File: config.mk
export PLATFORM = sky130hd
export DESIGN_NAME = sdram_seq
export DESIGN_NICKNAME = d
export VERILOG_FILES = /design/src/rtl/sdram_seq_pkg.sv /design/src/rtl/sdram_seq_timing.sv /design/src/rtl/sdram_seq_fsm.sv /design/src/rtl/sdram_seq_cmd_enc.sv /design/src/rtl/sdram_seq.sv
export SDC_FILE = /design/constraint.sdc
export NUM_CORES = 1
export LEC_CHECK = 0
export ABC_AREA = 0
export BUFFER_PORTS_ARGS = -buffer_cell sky130_fd_sc_hd__buf_2
export CORE_MARGIN = 3
export CORE_UTILIZATION = 50
export CTS_BUF_LIST = sky130_fd_sc_hd__clkbuf_4 sky130_fd_sc_hd__clkbuf_8
export DETAILED_ROUTE_END_ITERATION = 16
export GPL_ROUTABILITY_DRIVEN = 1
export PLACE_DENSITY = 0.8
export SETUP_SLACK_MARGIN = 0.15
export SLEW_MARGIN = 20
export SYNTH_ARGS = -nofsm -noshare
export SYNTH_HDL_FRONTEND = slang
export SYNTH_SLANG_ARGS = --single-unit
File: constraint.sdc
create_clock -name clk_i -period 2.8 [get_ports clk_i]
set_clock_uncertainty 0.2 [all_clocks]
set_input_delay 0.14 -clock clk_i [delete_from_list [all_inputs] [get_ports clk_i]]
set_output_delay 0.14 -clock clk_i [all_outputs]
set_load 0.01 [all_outputs]
File: src/rtl/sdram_seq_pkg.sv
package sdram_seq_pkg;

  // {ras_n, cas_n, we_n}
  typedef enum logic [2:0] {
    CMD_NOP = 3'b111,
    CMD_ACT = 3'b011,
    CMD_RD  = 3'b101,
    CMD_WR  = 3'b100,
    CMD_PRE = 3'b010
  } cmd_e;

  typedef enum logic [2:0] {
    ST_IDLE,
    ST_ACT,
    ST_RCD,
    ST_COL,
    ST_ACC,
    ST_PRE,
    ST_RP
  } state_e;

endpackage

File: src/rtl/sdram_seq_timing.sv
module sdram_seq_timing #(
  parameter int T_W   = 4,
  parameter int CNT_W = T_W + 2
) (
  input  logic             write_i,
  input  logic [T_W-1:0]   trcd_i,
  input  logic [T_W-1:0]   cas_lat_i,
  input  logic [1:0]       burst_code_i,
  input  logic [T_W-1:0]   tras_i,
  input  logic [T_W-1:0]   trp_i,
  output logic [CNT_W-1:0] trcd_eff_o,
  output logic [CNT_W-1:0] pre_at_o,
  output logic [CNT_W-1:0] trp_eff_o
);

  localparam logic [CNT_W-1:0] ONE = CNT_W'(1);

  logic [CNT_W-1:0] burst_len;
  logic [CNT_W-1:0] access_len;
  logic [CNT_W-1:0] col_span;
  logic [CNT_W-1:0] tras_ext;

  always_comb begin
    burst_len  = ONE << burst_code_i;
    trcd_eff_o = (trcd_i == '0) ? ONE : CNT_W'(trcd_i);
    trp_eff_o  = (trp_i == '0) ? ONE : CNT_W'(trp_i);
    access_len = write_i ? burst_len : CNT_W'(cas_lat_i) + burst_len;
    col_span   = trcd_eff_o + access_len;
    tras_ext   = CNT_W'(tras_i);
    pre_at_o   = (tras_ext > col_span) ? tras_ext : col_span;
  end

endmodule

File: src/rtl/sdram_seq_fsm.sv
module sdram_seq_fsm
  import sdram_seq_pkg::*;
#(
  parameter int CNT_W = 6
) (
  input  logic             clk_i,
  input  logic             rst_ni,
  input  logic             accept_i,
  input  logic [CNT_W-1:0] trcd_i,
  input  logic [CNT_W-1:0] pre_at_i,
  input  logic [CNT_W-1:0] trp_i,
  output state_e           state_o,
  output logic             done_o
);

  localparam logic [CNT_W-1:0] ONE = CNT_W'(1);

  state_e           state_q;
  logic [CNT_W-1:0] el_q;
  logic [CNT_W-1:0] trcd_q, pre_q, trp_q;
  logic             done_q;

  always_ff @(posedge clk_i or negedge rst_ni) begin
    if (!rst_ni) begin
      state_q <= ST_IDLE;
      el_q    <= '0;
      trcd_q  <= ONE;
      pre_q   <= ONE;
      trp_q   <= ONE;
      done_q  <= 1'b0;
    end else begin
      done_q <= 1'b0;
      case (state_q)
        ST_IDLE: begin
          if (accept_i) begin
            trcd_q  <= trcd_i;
            pre_q   <= pre_at_i;
            trp_q   <= trp_i;
            el_q    <= '0;
            state_q <= ST_ACT;
          end
        end
        ST_ACT: begin
          el_q    <= el_q + ONE;
          state_q <= (trcd_q == ONE) ? ST_COL : ST_RCD;
        end
        ST_RCD: begin
          el_q <= el_q + ONE;
          if (el_q == trcd_q - ONE) state_q <= ST_COL;
        end
        ST_COL, ST_ACC: begin
          if (el_q == pre_q - ONE) begin
            el_q    <= '0;  // precharge interval counted from zero
            state_q <= ST_PRE;
          end else begin
            el_q    <= el_q + ONE;
            state_q <= ST_ACC;
          end
        end
        ST_PRE: begin
          el_q <= el_q + ONE;
          if (trp_q == ONE) begin
            state_q <= ST_IDLE;
            done_q  <= 1'b1;
          end else begin
            state_q <= ST_RP;
          end
        end
        ST_RP: begin
          el_q <= el_q + ONE;
          if (el_q == trp_q - ONE) begin
            state_q <= ST_IDLE;
            done_q  <= 1'b1;
          end
        end
        default: state_q <= ST_IDLE;
      endcase
    end
  end

  assign state_o = state_q;
  assign done_o  = done_q;

endmodule

File: src/rtl/sdram_seq_cmd_enc.sv
module sdram_seq_cmd_enc
  import sdram_seq_pkg::*;
#(
  parameter int BA_W   = 2,
  parameter int ROW_W  = 13,
  parameter int COL_W  = 9,
  parameter int ADDR_W = 13,
  parameter int AP_BIT = 10
) (
  input  logic              clk_i,
  input  logic              rst_ni,
  input  logic              accept_i,
  input  logic              write_i,
  input  logic [BA_W-1:0]   bank_i,
  input  logic [ROW_W-1:0]  row_i,
  input  logic [COL_W-1:0]  col_i,
  input  state_e            state_i,
  output logic              ras_n_o,
  output logic              cas_n_o,
  output logic              we_n_o,
  output logic [ADDR_W-1:0] addr_o,
  output logic [BA_W-1:0]   ba_o
);

  logic              write_q;
  logic [BA_W-1:0]   bank_q;
  logic [ROW_W-1:0]  row_q;
  logic [COL_W-1:0]  col_q;
  logic [ADDR_W-1:0] row_addr, col_addr;
  cmd_e              cmd;

  always_ff @(posedge clk_i or negedge rst_ni) begin
    if (!rst_ni) begin
      write_q <= 1'b0;
      bank_q  <= '0;
      row_q   <= '0;
      col_q   <= '0;
    end else if (accept_i) begin
      write_q <= write_i;
      bank_q  <= bank_i;
      row_q   <= row_i;
      col_q   <= col_i;
    end
  end

  always_comb begin
    row_addr         = '0;
    row_addr[ROW_W-1:0] = row_q;
    col_addr         = '0;
    col_addr[COL_W-1:0] = col_q;
    col_addr[AP_BIT] = 1'b0;  // no auto-precharge
  end

  always_comb begin
    cmd    = CMD_NOP;
    addr_o = '0;
    case (state_i)
      ST_ACT: begin
        cmd    = CMD_ACT;
        addr_o = row_addr;
      end
      ST_COL: begin
        cmd    = write_q ? CMD_WR : CMD_RD;
        addr_o = col_addr;
      end
      ST_PRE:  cmd = CMD_PRE;  // addr bit AP_BIT low: this bank only
      default: cmd = CMD_NOP;
    endcase
  end

  assign {ras_n_o, cas_n_o, we_n_o} = cmd;
  assign ba_o = bank_q;

endmodule

File: src/rtl/sdram_seq.sv
module sdram_seq
  import sdram_seq_pkg::*;
#(
  parameter int BA_W   = 2,
  parameter int ROW_W  = 13,
  parameter int COL_W  = 9,
  parameter int ADDR_W = 13,
  parameter int AP_BIT = 10,
  parameter int T_W    = 4
) (
  input  logic              clk_i,
  input  logic              rst_ni,
  input  logic              mode_ok_i,
  input  logic              req_valid_i,
  output logic              req_ready_o,
  input  logic              req_write_i,
  input  logic [BA_W-1:0]   req_bank_i,
  input  logic [ROW_W-1:0]  req_row_i,
  input  logic [COL_W-1:0]  req_col_i,
  input  logic [T_W-1:0]    trcd_i,
  input  logic [T_W-1:0]    cas_lat_i,
  input  logic [1:0]        burst_code_i,
  input  logic [T_W-1:0]    tras_i,
  input  logic [T_W-1:0]    trp_i,
  output logic              ras_n_o,
  output logic              cas_n_o,
  output logic              we_n_o,
  output logic [ADDR_W-1:0] addr_o,
  output logic [BA_W-1:0]   ba_o,
  output logic              done_o
);

  localparam int CNT_W = T_W + 2;

  state_e           state;
  logic             accept;
  logic [CNT_W-1:0] trcd_eff, pre_at, trp_eff;

  assign req_ready_o = (state == ST_IDLE) && mode_ok_i;
  assign accept      = req_valid_i && req_ready_o;

  sdram_seq_timing #(.T_W(T_W), .CNT_W(CNT_W)) u_timing (
    .write_i      (req_write_i),
    .trcd_i       (trcd_i),
    .cas_lat_i    (cas_lat_i),
    .burst_code_i (burst_code_i),
    .tras_i       (tras_i),
    .trp_i        (trp_i),
    .trcd_eff_o   (trcd_eff),
    .pre_at_o     (pre_at),
    .trp_eff_o    (trp_eff)
  );

  sdram_seq_fsm #(.CNT_W(CNT_W)) u_fsm (
    .clk_i    (clk_i),
    .rst_ni   (rst_ni),
    .accept_i (accept),
    .trcd_i   (trcd_eff),
    .pre_at_i (pre_at),
    .trp_i    (trp_eff),
    .state_o  (state),
    .done_o   (done_o)
  );

  sdram_seq_cmd_enc #(
    .BA_W(BA_W), .ROW_W(ROW_W), .COL_W(COL_W), .ADDR_W(ADDR_W), .AP_BIT(AP_BIT)
  ) u_enc (
    .clk_i    (clk_i),
    .rst_ni   (rst_ni),
    .accept_i (accept),
    .write_i  (req_write_i),
    .bank_i   (req_bank_i),
    .row_i    (req_row_i),
    .col_i    (req_col_i),
    .state_i  (state),
    .ras_n_o  (ras_n_o),
    .cas_n_o  (cas_n_o),
    .we_n_o   (we_n_o),
    .addr_o   (addr_o),
    .ba_o     (ba_o)
  );

endmodule

==> results.sh <==
export IMPL_grt_pass1_vias=3423
export IMPL_path_cells="buf_8 > nor2_4 > ha_4 > inv_2 > fa_1 > nor2_1 > a21o_1 > ha_1 > a21o_1 > a21oi_2 > xnor2_1 > inv_1 > ha_4 > o21a_1 > o21ai_4 > o31a_1 > a22oi_1"
export IMPL_netlist_area_um2=3390
export IMPL_dieWidth_um=88.4
export IMPL_wl_per_cell_um=15.3
export IMPL_n_antenna_cell=0
export IMPL_status="complete, but fails checks"
export IMPL_layout_common_cells="nand2_1 (114), buf_2 (63), dfrtp_1 (46)"
export IMPL_place_congestion=0.867
export IMPL_rows=29
export IMPL_hpwl_mm=5.94
export IMPL_worstPathRequired_ps=2830
export IMPL_fin_crit_ps=3060
export IMPL_cts_buffers=5
export IMPL_clock_sinks=49
export IMPL_cts_buffer_depth=2
export IMPL_floorplan_core_area_um2=6460
export IMPL_tightest_slew_ps=598
export IMPL_track_usage_pct=24.9
export IMPL_synth_async_reset_ratio_pct=100
export IMPL_setup_violations=4
export IMPL_cts_tree="built"
export IMPL_drt_pre_antenna_iters=4
export IMPL_slew_headroom_pct=60.1
export IMPL_fillers=480
export IMPL_drv_cap=0
export IMPL_drt_iter0_markers=228
export IMPL_gr_total_overflow=0
export IMPL_clk_latency_ps=310
export IMPL_antenna_found_initial=0
export IMPL_io_pins=67
export IMPL_worst_path_buf_inv=3
export IMPL_holdWs_ps=114
export IMPL_layout_commonest_cell="nand2_1"
export IMPL_synthDistinctLibCells=61
export IMPL_drt_wl_total_mm=9.26
export IMPL_synth_nets=488
export IMPL_power_w=0.00391
export IMPL_critPathLaunchType="input port"
export IMPL_avgSynthCellArea_um2=8.13
export IMPL_yosys_warnings=0
export IMPL_finalMaxSlewViolations=0
export IMPL_cts_root_buf="clkbuf_8"
export IMPL_dr_total_vias=3306
export IMPL_fin_nets=598
export IMPL_cts_reportedPaths_clkPinSlew_ps=90
export IMPL_cts_htree_levels=2
export IMPL_slowest_stage="fa_1"
export IMPL_min_period_over_period_pct=109
export IMPL_drc=0
export IMPL_port_buffers=66
export IMPL_grt_max_degree=50
export IMPL_vdd_drop_max_mv=0.495
export IMPL_area_growth_syn_to_layout_pct=32.6
export IMPL_rsz0062_at_grt="yes"
export IMPL_violations="setup timing"
export IMPL_seq_area_frac_synth_pct=36.3
export IMPL_dieArea_um2=7810
export IMPL_path_max_fanout=6
export IMPL_hold_viol_final=0
export IMPL_via_per_inst=5.46
export IMPL_critical_path_class="in -> reg"
export IMPL_ys_ff_latch=49
export IMPL_layout_cells_non_filler=605
export IMPL_critPathMaxStageDelay_ps=470
export IMPL_netlist_instances=417
export IMPL_hp_class="in -> reg"
export IMPL_r2r_cells=8
export IMPL_crit_cells=17
export IMPL_fp_dieH_um=88.4
export IMPL_drive_gt1_share_pct=25.0
export IMPL_power_leakage_nw=2.25
export IMPL_worst_slack_ps=-262
export IMPL_fmax_mhz=327
export IMPL_initial_utilization_pct=52.5
export IMPL_crit_family="adder cells"
export IMPL_ys_flop_type="dfrtp_1"
export IMPL_end_kind="flip-flop"
export IMPL_grt_pass1_wl_mm=15.6
export IMPL_worstPathArrival_ps=3090
export IMPL_synth_enable_flop_cells=0
export IMPL_antenna_left=0
export IMPL_min_path_cells=5
export IMPL_power_density_nw_per_um2=870
export IMPL_dp_cells=559
-- registers in the layout, indices dropped and copies added, names as in the netlist --
name            count
u_fsm.trp_q         4
u_fsm.state_o       3
u_fsm.el_q          6
u_fsm.pre_q         6
u_enc.row_addr     13
u_fsm.trcd_q        4
u_enc.col_q         9
u_fsm.done_o        1
u_enc.ba_o          2
u_enc.write_q       1
-- worst min-delay path: stages --
cell,delay [ps]
buf_2,80
or2_2,120
buf_4,100
nor2_1,30
a21oi_1,100
-- metrics by stage --
stage,instance area (µm²),utilization (%),setup TNS [ps],setup WS (ps)
6_report,4500,69.6,-1010,-262
5_1_grt,4500,69.6,-1620,-425
4_1_cts,4440,68.7,-889,-233
3_5_place_dp,3930,60.8,-2620,-649
3_3_place_gp,3930,60.8,-1970,-502
2_1_floorplan,3440,-,-1170,-303
-- per-layer routing --
metal / global-route usage, % / vias to the layer above / wire length (µm)
met2: 43.8 / 93 / 4860
met4: 8.38 / 0 / 199
met1: 31.1 / 1579 / 3850
met3: 3.72 / 20 / 351
met5: 0 / - / 0
li1: - / 1614 / -
-- final cells by class --
class	instances	area [µm²]	share of cell area (%)
multi-input combinational	316	2060	45.7
sequential	49	1230	27.3
timing repair buffer	128	917	20.4
inverter	27	101	2.25
tap	77	96.3	2.14
clock buffer	5	68.8	1.53
clock inverter	3	28.8	0.640
-- timing repair --
| item | 4_1_cts | 5_1_grt |
|---|---|---|
| buffers inserted | 2 | 0 |
| cloned | 0 | 0 |
| hold buffers | 36 | 0 |
| hold endpoints to repair | 81 | 0 |
| setup endpoints to repair | 4 | 7 |
| resized for setup | 9 | 9 |
| pin swaps | 7 | 5 |
-- power breakdown --
group | internal (W) | total, W | switching, W
Combinational | 0.000982 | 0.00216 | 0.00118
Sequential | 0.00102 | 0.00130 | 0.000282
Clock | 0.000187 | 0.000448 | 0.000261
-- final timing paths --
| kind | from | to | slack, ps |
|---|---|---|---|
| setup / recovery | burst_code_i[0] | u_fsm.pre_q[0] | -260 |
| max in group asynchronous | rst_ni | u_enc.ba_o[0] | 1820 |
| hold / removal | trcd_i[0] | u_fsm.trcd_q[0] | 110 |
| hold reg to reg | u_enc.row_addr[12] | u_enc.row_addr[12] | 280 |
| setup reg to reg | u_fsm.trcd_q[0] | u_fsm.state_o[0] | 310 |
| min in group asynchronous | rst_ni | u_enc.col_q[0] | 180 |
-- synth_stat cells, types with 4 or more instances --
| library cell | count | share of area (%) |
|---|---|---|
| mux2i_1 | 4 | 1.2 |
| dfrtp_1 | 46 | 34 |
| a21oi_1 | 12 | 1.8 |
| xnor2_1 | 12 | 3.1 |
| xor2_1 | 7 | 1.8 |
| ha_1 | 22 | 8.1 |
| nor3_1 | 9 | 1.3 |
| clkbuf_1 | 16 | 1.8 |
| and3_1 | 7 | 1.3 |
| o21ai_0 | 18 | 2.7 |
| a22oi_1 | 11 | 2.4 |
| inv_1 | 27 | 3.0 |
| nand2_1 | 114 | 13 |
| nor2_1 | 26 | 2.9 |
| nor2b_1 | 9 | 1.7 |
-- cells by family after synthesis --
group	after synthesis	share of synthesized area, %
AOI/OAI and AO/OA	77	15.6
xor gates and xnor gates	20	5.39
adders and majority gates	24	9.30
buffers and inverters	52	6.82
DFF	49	36.3
muxes	6	1.84
and+or+nand+nor	189	24.8
No activity file was read; power rests on OpenSTA's default activity.
